--- config.mk ---
export PLATFORM = sky130hd
export DESIGN_NAME = pkt_len_histogram
export DESIGN_NICKNAME = d
export VERILOG_FILES = /design/src/rtl/pkt_hist_pkg.sv /design/src/rtl/pkt_len_edge_cmp.sv /design/src/rtl/pkt_len_binner.sv /design/src/rtl/pkt_len_stats_reg.sv /design/src/rtl/pkt_len_histogram.sv
export SDC_FILE = /design/constraint.sdc
export NUM_CORES = 1
export LEC_CHECK = 0
export ABC_AREA = 1
export CAP_MARGIN = 20
export CORE_MARGIN = 8
export CORE_UTILIZATION = 42
export CTS_CLUSTER_DIAMETER = 40
export CTS_CLUSTER_SIZE = 16
export DETAILED_ROUTE_END_ITERATION = 7
export HOLD_SLACK_MARGIN = 0.03
export PLACE_DENSITY = 0.83
export SLEW_MARGIN = 20
export SYNTH_ARGS = -nofsm -noshare
export SYNTH_HDL_FRONTEND = slang
export SYNTH_SLANG_ARGS = --single-unit
--- constraint.sdc ---
create_clock -name clk -period 1.9 [get_ports clk]
set_input_delay 0.38 -clock clk [delete_from_list [all_inputs] [get_ports clk]]
set_output_delay 0.38 -clock clk [all_outputs]
set_load 0.05 [all_outputs]
--- src/rtl/pkt_hist_pkg.sv ---
// Shared constants and the bin-floor computation for the length histogram.
// Assumes the bin edges are strictly increasing for the chosen parameters.
package pkt_hist_pkg;

    localparam int NBINS = 14;

    // Lowest length that lands in bin k (k = 1..NBINS-1); bin 0 starts at 0.
    function automatic int bin_floor(input int k, input int mn, input int sm,
                                     input int tm, input int em, input int jm);
        case (k)
            1:       return mn;
            2:       return mn + 1;
            3:       return mn * 2;
            4:       return mn * 4;
            5:       return mn * 8;
            6:       return mn * 16;
            7:       return sm + 1;
            8:       return tm + 1;
            9:       return em + 1;
            10:      return mn * 32;
            11:      return mn * 64;
            12:      return mn * 128;
            default: return jm + 1;
        endcase
    endfunction

endpackage

--- src/rtl/pkt_len_edge_cmp.sv ---
// One bin edge: reports whether the length reaches the edge's floor.
// Assumes FLOOR fits in LEN_W bits.
module pkt_len_edge_cmp #(
    parameter int LEN_W = 14,
    parameter int FLOOR = 64
) (
    input  logic [LEN_W-1:0] len,
    output logic             at_or_above
);
    localparam logic [LEN_W-1:0] FLOOR_V = FLOOR[LEN_W-1:0];

    // Plain magnitude compare against the constant floor.
    always_comb at_or_above = (len >= FLOOR_V);
endmodule

--- src/rtl/pkt_len_binner.sv ---
// Combinational classifier: builds a thermometer code from one comparator per
// edge and turns it into a one-hot bin vector, gated by the valid strobe.
// Assumes the floors increase with bin index.
module pkt_len_binner
    import pkt_hist_pkg::*;
#(
    parameter int LEN_W     = 14,
    parameter int MIN_LEN   = 64,
    parameter int STD_MAX   = 1518,
    parameter int TAG_MAX   = 1522,
    parameter int ENV_MAX   = 1548,
    parameter int JUMBO_MAX = 9215
) (
    input  logic             valid,
    input  logic [LEN_W-1:0] len,
    output logic [NBINS-1:0] hot
);
    logic [NBINS:0] thermo;

    assign thermo[0]     = 1'b1;
    assign thermo[NBINS] = 1'b0;

    // One comparator per edge between adjacent bins.
    for (genvar k = 1; k < NBINS; k++) begin : g_edge
        pkt_len_edge_cmp #(
            .LEN_W (LEN_W),
            .FLOOR (bin_floor(k, MIN_LEN, STD_MAX, TAG_MAX, ENV_MAX, JUMBO_MAX))
        ) u_cmp (
            .len         (len),
            .at_or_above (thermo[k])
        );
    end

    // Edge-detect the thermometer: the highest reached floor marks the bin.
    for (genvar i = 0; i < NBINS; i++) begin : g_hot
        assign hot[i] = valid & thermo[i] & ~thermo[i+1];
    end
endmodule

--- src/rtl/pkt_len_stats_reg.sv ---
// Output stage: registers the packet, good and byte increments and the bin
// vector so every output is a flop. Assumes a synchronous active-low reset.
module pkt_len_stats_reg
    import pkt_hist_pkg::*;
#(
    parameter int LEN_W = 14
) (
    input  logic             clk,
    input  logic             rst_n,
    input  logic             valid,
    input  logic             good,
    input  logic [LEN_W-1:0] len,
    input  logic [NBINS-1:0] hot,
    output logic             inc_pkt,
    output logic             inc_good_pkt,
    output logic [LEN_W-1:0] inc_bytes,
    output logic [LEN_W-1:0] inc_good_bytes,
    output logic [NBINS-1:0] bin_hit
);
    // Capture one cycle of increments; idle cycles produce all zeros.
    always_ff @(posedge clk) begin
        if (!rst_n) begin
            inc_pkt        <= 1'b0;
            inc_good_pkt   <= 1'b0;
            inc_bytes      <= '0;
            inc_good_bytes <= '0;
            bin_hit        <= '0;
        end else begin
            inc_pkt        <= valid;
            inc_good_pkt   <= valid & good;
            inc_bytes      <= valid ? len : '0;
            inc_good_bytes <= (valid & good) ? len : '0;
            bin_hit        <= hot;
        end
    end
endmodule

--- src/rtl/pkt_len_histogram.sv ---
// Top: classifies each packet-length report into one histogram bin and emits
// one-cycle increments for a downstream snapshot counter bank.
// Assumes at most one report per cycle.
module pkt_len_histogram
    import pkt_hist_pkg::*;
#(
    parameter int LEN_W     = 14,
    parameter int MIN_LEN   = 64,
    parameter int STD_MAX   = 1518,
    parameter int TAG_MAX   = 1522,
    parameter int ENV_MAX   = 1548,
    parameter int JUMBO_MAX = 9215
) (
    input  logic             clk,
    input  logic             rst_n,
    input  logic             rpt_valid,
    input  logic [LEN_W-1:0] rpt_len,
    input  logic             rpt_good,
    output logic             inc_pkt,
    output logic             inc_good_pkt,
    output logic [LEN_W-1:0] inc_bytes,
    output logic [LEN_W-1:0] inc_good_bytes,
    output logic [NBINS-1:0] bin_hit
);
    logic [NBINS-1:0] hot;

    // Combinational bin selection.
    pkt_len_binner #(
        .LEN_W (LEN_W), .MIN_LEN (MIN_LEN), .STD_MAX (STD_MAX),
        .TAG_MAX (TAG_MAX), .ENV_MAX (ENV_MAX), .JUMBO_MAX (JUMBO_MAX)
    ) u_binner (
        .valid (rpt_valid),
        .len   (rpt_len),
        .hot   (hot)
    );

    // Registered increment outputs.
    pkt_len_stats_reg #(.LEN_W (LEN_W)) u_regs (
        .clk            (clk),
        .rst_n          (rst_n),
        .valid          (rpt_valid),
        .good           (rpt_good),
        .len            (rpt_len),
        .hot            (hot),
        .inc_pkt        (inc_pkt),
        .inc_good_pkt   (inc_good_pkt),
        .inc_bytes      (inc_bytes),
        .inc_good_bytes (inc_good_bytes),
        .bin_hit        (bin_hit)
    );
endmodule

# [After elaboration in Yosys (flattened, before gate mapping)]
# Index checks and enable logic that the tools add are counted.
[totals] word_cells=60 ff_bits=44 output_inout_bits=44 input_bits=18
[op_classes] n_reduce_logical=2 n_bitwise=40 order_cmp=13
[op_table] cell="greater-or-equal comparator 14 x 11 -> 1 bit, second input constant" count=4
[op_table] cell="greater-or-equal comparator 14 bit, second input constant" count=2
[op_table] cell="greater-or-equal comparator 14 x 7 -> 1 bit, second input constant" count=2
[op_table] cell="AND 1 bit" count=27
[op_table] cell="greater-or-equal comparator 14 x 10 -> 1 bit, second input constant" count=1
[op_table] cell="greater-or-equal comparator 14 x 12 -> 1 bit, second input constant" count=1
[op_table] cell="greater-or-equal comparator 14 x 13 -> 1 bit, second input constant" count=1
[op_table] cell="greater-or-equal comparator 14 x 8 -> 1 bit, second input constant" count=1
[op_table] cell="greater-or-equal comparator 14 x 9 -> 1 bit, second input constant" count=1
[op_table] cell="inverter 1 bit" count=13
[op_table] cell="AND reduction 2 bit" count=2

# [Logic depth before layout (Yosys ltp)]
[depth] depth_word=3 mapped_depth=8 mapped_depth_nobuf=8

# [Modules after synthesis]
# A second synthesis with hierarchy kept.
[hier_totals] cells_unflattened=266 area_unflattened_um2=1813.0
[modules_own_cells] mod="pkt_len_stats_reg" seq_area_each_um2=880.8 area_each_um2=1241.2 cells_per_inst=122 instances=1
[modules_own_cells] mod="pkt_len_binner" seq_area_each_um2=0.0 area_each_um2=116.4 cells_per_inst=29 instances=1
[modules_own_cells] mod="pkt_len_edge_cmp at u_binner.g_edge[7].u_cmp" seq_area_each_um2=0.0 area_each_um2=71.3 cells_per_inst=17 instances=1
[modules_own_cells] mod="pkt_len_edge_cmp at u_binner.g_edge[9].u_cmp" seq_area_each_um2=0.0 area_each_um2=71.3 cells_per_inst=16 instances=1
[modules_own_cells] mod="pkt_len_edge_cmp at u_binner.g_edge[8].u_cmp" seq_area_each_um2=0.0 area_each_um2=61.3 cells_per_inst=16 instances=1
[modules_own_cells] mod="pkt_len_edge_cmp at u_binner.g_edge[1].u_cmp" seq_area_each_um2=0.0 area_each_um2=56.3 cells_per_inst=15 instances=1
[modules_own_cells] mod="pkt_len_edge_cmp at u_binner.g_edge[2].u_cmp" seq_area_each_um2=0.0 area_each_um2=50.0 cells_per_inst=13 instances=1
[modules_own_cells] mod="pkt_len_edge_cmp at u_binner.g_edge[3].u_cmp" seq_area_each_um2=0.0 area_each_um2=45.0 cells_per_inst=12 instances=1
[modules_own_cells] mod="pkt_len_edge_cmp at u_binner.g_edge[10].u_cmp ..." seq_area_each_um2=0.0 area_each_um2=11.3 cells_per_inst=3 instances=3
[modules_own_cells] mod="pkt_len_edge_cmp at u_binner.g_edge[4].u_cmp ..." seq_area_each_um2=0.0 area_each_um2=16.3 cells_per_inst=4 instances=2
[modules_own_cells] mod="pkt_len_edge_cmp at u_binner.g_edge[13].u_cmp" seq_area_each_um2=0.0 area_each_um2=30.0 cells_per_inst=8 instances=1
[modules_own_cells] mod="pkt_len_edge_cmp at u_binner.g_edge[12].u_cmp" seq_area_each_um2=0.0 area_each_um2=3.8 cells_per_inst=1 instances=1

# [Worst setup path after synthesis]
# Ideal clock, no wire load.
[synth_path] path_type="input port to flip-flop" from="input rpt_len[12]" to="register u_regs.bin_hit[9]" path_buffers=0 cell_stages=5 setup_ps=115 arrival_ps=934 required_ps=1785 slack_ps=851 cell_sequence="nor2_4 nand2_1 a21oi_2 a21oi_1 and2_1"
[synth_between] elab_chain_len=3 word_cells_on_any_way=5 cone_classes="order compare (2); bitwise (3)"
[synth_rtl] element="start, declared" line_no="pkt_len_histogram.sv:17" source="input logic [LEN_W-1:0] rpt_len,"
[synth_rtl] element="greater-or-equal comparator 14 x 11 -> 1 bit or greater-or-equal comparator 14 x 12 -> 1 bit (tied branches)" line_no="pkt_len_edge_cmp.sv:13" source="always_comb at_or_above = (len >= FLOOR_V);"
[synth_rtl] element="AND 1 bit or inverter 1 bit (tied branches)" line_no="pkt_len_binner.sv:36" source="assign hot[i] = valid & thermo[i] & ~thermo[i+1];"
[synth_rtl] element="AND 1 bit (*)" line_no="pkt_len_binner.sv:36"
[synth_rtl] element="end signal, assigned" line_no="pkt_len_stats_reg.sv:33" source="bin_hit <= hot;"
[synth_rtl] element="end, declared" line_no="pkt_len_stats_reg.sv:18" source="output logic [NBINS-1:0] bin_hit"
# Mark *: on every way between the ends. The rest lies on a longest branch, timed or not.
# A chain may end at the register's enable or synchronous reset.

# [Worst setup path in the final report]
[layout_path] from="register u_regs.bin_hit[10]" to="output bin_hit[10]"
[layout_rtl] element="end, declared" line_no="pkt_len_histogram.sv:23" source="output logic [NBINS-1:0] bin_hit"
# No word-level cell between the ends.

==> flow_metrics.py <==
metrics = {
    "outcome": {
        "status": "finished clean",
    },
    "timing": {
        "fin_setup_tns_ns": 0,
        "final_hold_viol_count": 0,
        "final-setup-viol-count": 0,
        "worst_slew_pin_slew_ns": 0.529,
        "fin_crit_sh_pct": 98.0,
        "slew_headroom_pct": 64.7,
        "min_period_ns": 1.86,
        "slew_violations": 0,
        "fmax_mhz": 537,
    },
    "clock_network": {
        "cts_hold_buf": 0,
        "cts_sinks": 44,
        "htree_levels": 2,
        "clk_pin_slew_worst_paths_ns": 0.12,
        "clockRootBuffer": "clkbuf_4",
        "cts_tree": "done",
        "clock_path_buffers": 2,
        "post_cts_buffers": 0,
        "cts_buffers": 5,
        "cts_resized": 0,
    },
    "drt": {
        "drcViolationCount": 0,
        "drt-total-wl_um": 3220,
        "vias_per_cell": 4.30,
        "dr.pass1.iters": 4,
        "antenna_left": 0,
        "drt-wirelength-per-cell_um": 12.3,
        "drtIter0Drc": 38,
        "vias": 1121,
    },
    "placed_design": {
        "dp_hpwl_um": 2440,
        "io_buffers": 61,
        "place_area_mm2": 0.00197,
        "gp_congestion": 0.762,
    },
    "global_routing": {
        "grt_pass1_vias": 1066,
        "grtUsageMet1_pct": 12.8,
        "antenna_found_initial": 0,
        "top_usage_layer": "met2",
        "grtUsageTotal_pct": 11.9,
        "grt.met3_usage_pct": 5.37,
        "grt_pass1_wl_um": 4740,
        "grt_max_degree": 22,
        "grt.overflow.total": 0,
        "use_met2_pct": 19.0,
    },
    "pwr": {
        "p_sw_share_pct": 25.3,
        "p_leak_uw": 0.00107,
        "power_frac_clock_pct": 31.5,
        "power_frac_comb_pct": 14.2,
        "p_int_uw": 1310,
        "power_density_mw_per_mm2": 845,
        "power.share.sequential_pct": 54.3,
        "netSwitchingPower_uw": 443,
        "ir_drop_mv": 0.470,
    },
    "setup_path": {
        "path_cells": "clkdlybuf4s50_1",
        "crit_slowest_cell": "clkdlybuf4s50_1",
        "crit_family": "buffers and inverters",
        "cp.arrival_ns": 1.48,
        "cp-end-kind": "output port",
        "crit_fanout": 1,
        "critPathKind": "reg -> out",
        "cp-start-kind": "flop",
        "crit_required_ns": 1.52,
        "cp_slowest_stage_delay_ns": 0.80,
        "crit_buf_inv": 1,
    },
    "die": {
        "chipWidth_um": 72.2,
        "io_pins": 62,
        "rows": 20,
        "chipHeight_um": 72.2,
        "core_area_mm2": 0.00303,
        "die-area_mm2": 0.00521,
        "initial_core_util_pct": 43.8,
    },
    "logic_synthesis": {
        "synth_ff_type": "dfxtp_1",
        "synth-simple-area-share_pct": 24.4,
        "synthMuxAreaShare_pct": 0,
        "synthArstFlopShare_pct": 0,
        "ys_seq_area_share_pct": 66.4,
        "synth.avg_cell_area_um2": 8.84,
        "synth_area_mm2": 0.00133,
        "synthXorXnorAreaFrac_pct": 0,
        "syn-num-nets": 168,
        "synthAdderAreaFrac_pct": 0,
        "ys_ff_latch": 44,
        "synth-compound-area-share_pct": 2.55,
        "yosys_warnings": 0,
        "syn_inst": 150,
        "synth_cell_types": 20,
        "synth-edff-count": 0,
        "synth_top_family_by_area": "simple AND/OR/NAND/NOR gates",
    },
    "final_layout": {
        "mostFrequentLayoutCell": "nor2_1",
        "layout-drive-gt1-share_pct": 9.22,
        "nets": 234,
        "syn2layout_area_growth_pct": 56.5,
        "final_util_pct": 68.6,
        "layout_common_cells": "nor2_1 (46), clkdlybuf4s50_1 (44), dfxtp_1 (44)",
        "finalInstanceArea_mm2": 0.00208,
        "num_antenna_cells": 0,
    },
    "hold_path": {
        "holdCritStartpoint": "rst_n",
        "worstHoldPathCells": 3,
        "hold_end": "u_regs.inc_pkt$_SDFF_PN0_",
        "hp-class": "in -> reg",
    },
    "job": {
        "drv_cap": 0,
    },
}
[worst max-delay path by stage]
| stage | startpoint | endpoint | slack [ns] | cells past startpoint |
|---|---|---|---|---|
| finish | u_regs.bin_hit[10]$_SDFF_PN0_ | bin_hit[10] | 0.04 | 1 |
| global route | u_regs.bin_hit[10]$_SDFF_PN0_ | bin_hit[10] | -0.003 | 1 |
| CTS | u_regs.bin_hit[5]$_SDFF_PN0_ | bin_hit[5] | 0.008 | 1 |
| detailed placement | rpt_len[11] | u_regs.bin_hit[1]$_SDFF_PN0_ | 0.23 | 6 |
| global placement | rpt_len[10] | u_regs.bin_hit[1]$_SDFF_PN0_ | 0.23 | 6 |
| floorplan | rpt_len[12] | u_regs.bin_hit[9]$_SDFF_PN0_ | 0.85 | 5 |
[final cells by class]
| type | instances | area (um^2) |
|---|---|---|
| fillers | 242 | 952 |
| flip-flops and latches | 44 | 881 |
| repair buffers | 62 | 631 |
| multi-input cells | 83 | 358 |
| inverters | 20 | 75.1 |
| well taps | 44 | 55.1 |
| clock buffers | 6 | 41.3 |
| clock inverters | 2 | 35.0 |
[worst min-delay path, delay by kind of cell]
kind	cells	cell delay (ns)
buffers and inverters	2	0.47
and+or+nand+nor	1	0.08
[power by group through the flow]
stage | Combinational (uW) | Clock, uW | Sequential (uW)
2_1_floorplan | 50.4 | 0 | 1060
3_3_place_gp | 248 | 0 | 974
3_5_place_dp | 250 | 0 | 975
4_1_cts | 251 | 567 | 954
5_1_grt | 264 | 595 | 956
6_report | 249 | 552 | 953
[cells in the mapped netlist (2+ instances only)]
library cell	count	area, um^2
nor2_1	46	173
nand2_1	14	52.6
nor3_1	4	20.0
inv_1	18	67.6
nand3_1	6	30.0
a21oi_1	3	15.0
inv_2	2	7.51
dfxtp_1	44	881
o21ai_0	2	10.0
[logic make-up after synthesis]
family,count (synthesis)
AOI/OAI and AO/OA,6
buffers and inverters,23
DFF,44
and+or+nand+nor,77
[per-stage QoR]
stage	total power (uW)	hold slack [ns]	setup slack [ns]	instances
detailed placement	1220	0.832	0.232	253
CTS	1770	0.634	0.00769	261
global route	1810	0.653	-0.00256	261
global placement	1220	0.834	0.226	253
finish	1750	0.645	0.0377	261
floorplan	1120	0.452	0.851	150
[per-layer routing]
metal | wire, um | vias up
li1 | - | 580
met1 | 1370 | 493
met2 | 1470 | 41
met3 | 319 | 7
met4 | 58 | 0
met5 | 0 | -
[flip-flops by register name, indices dropped and copies added (netlist names)]
signal	flops
u_regs.inc_pkt	1
u_regs.inc_bytes	14
u_regs.inc_good_bytes	14
u_regs.inc_good_pkt	1
u_regs.bin_hit	14
Power figures use the tool's default switching activity.
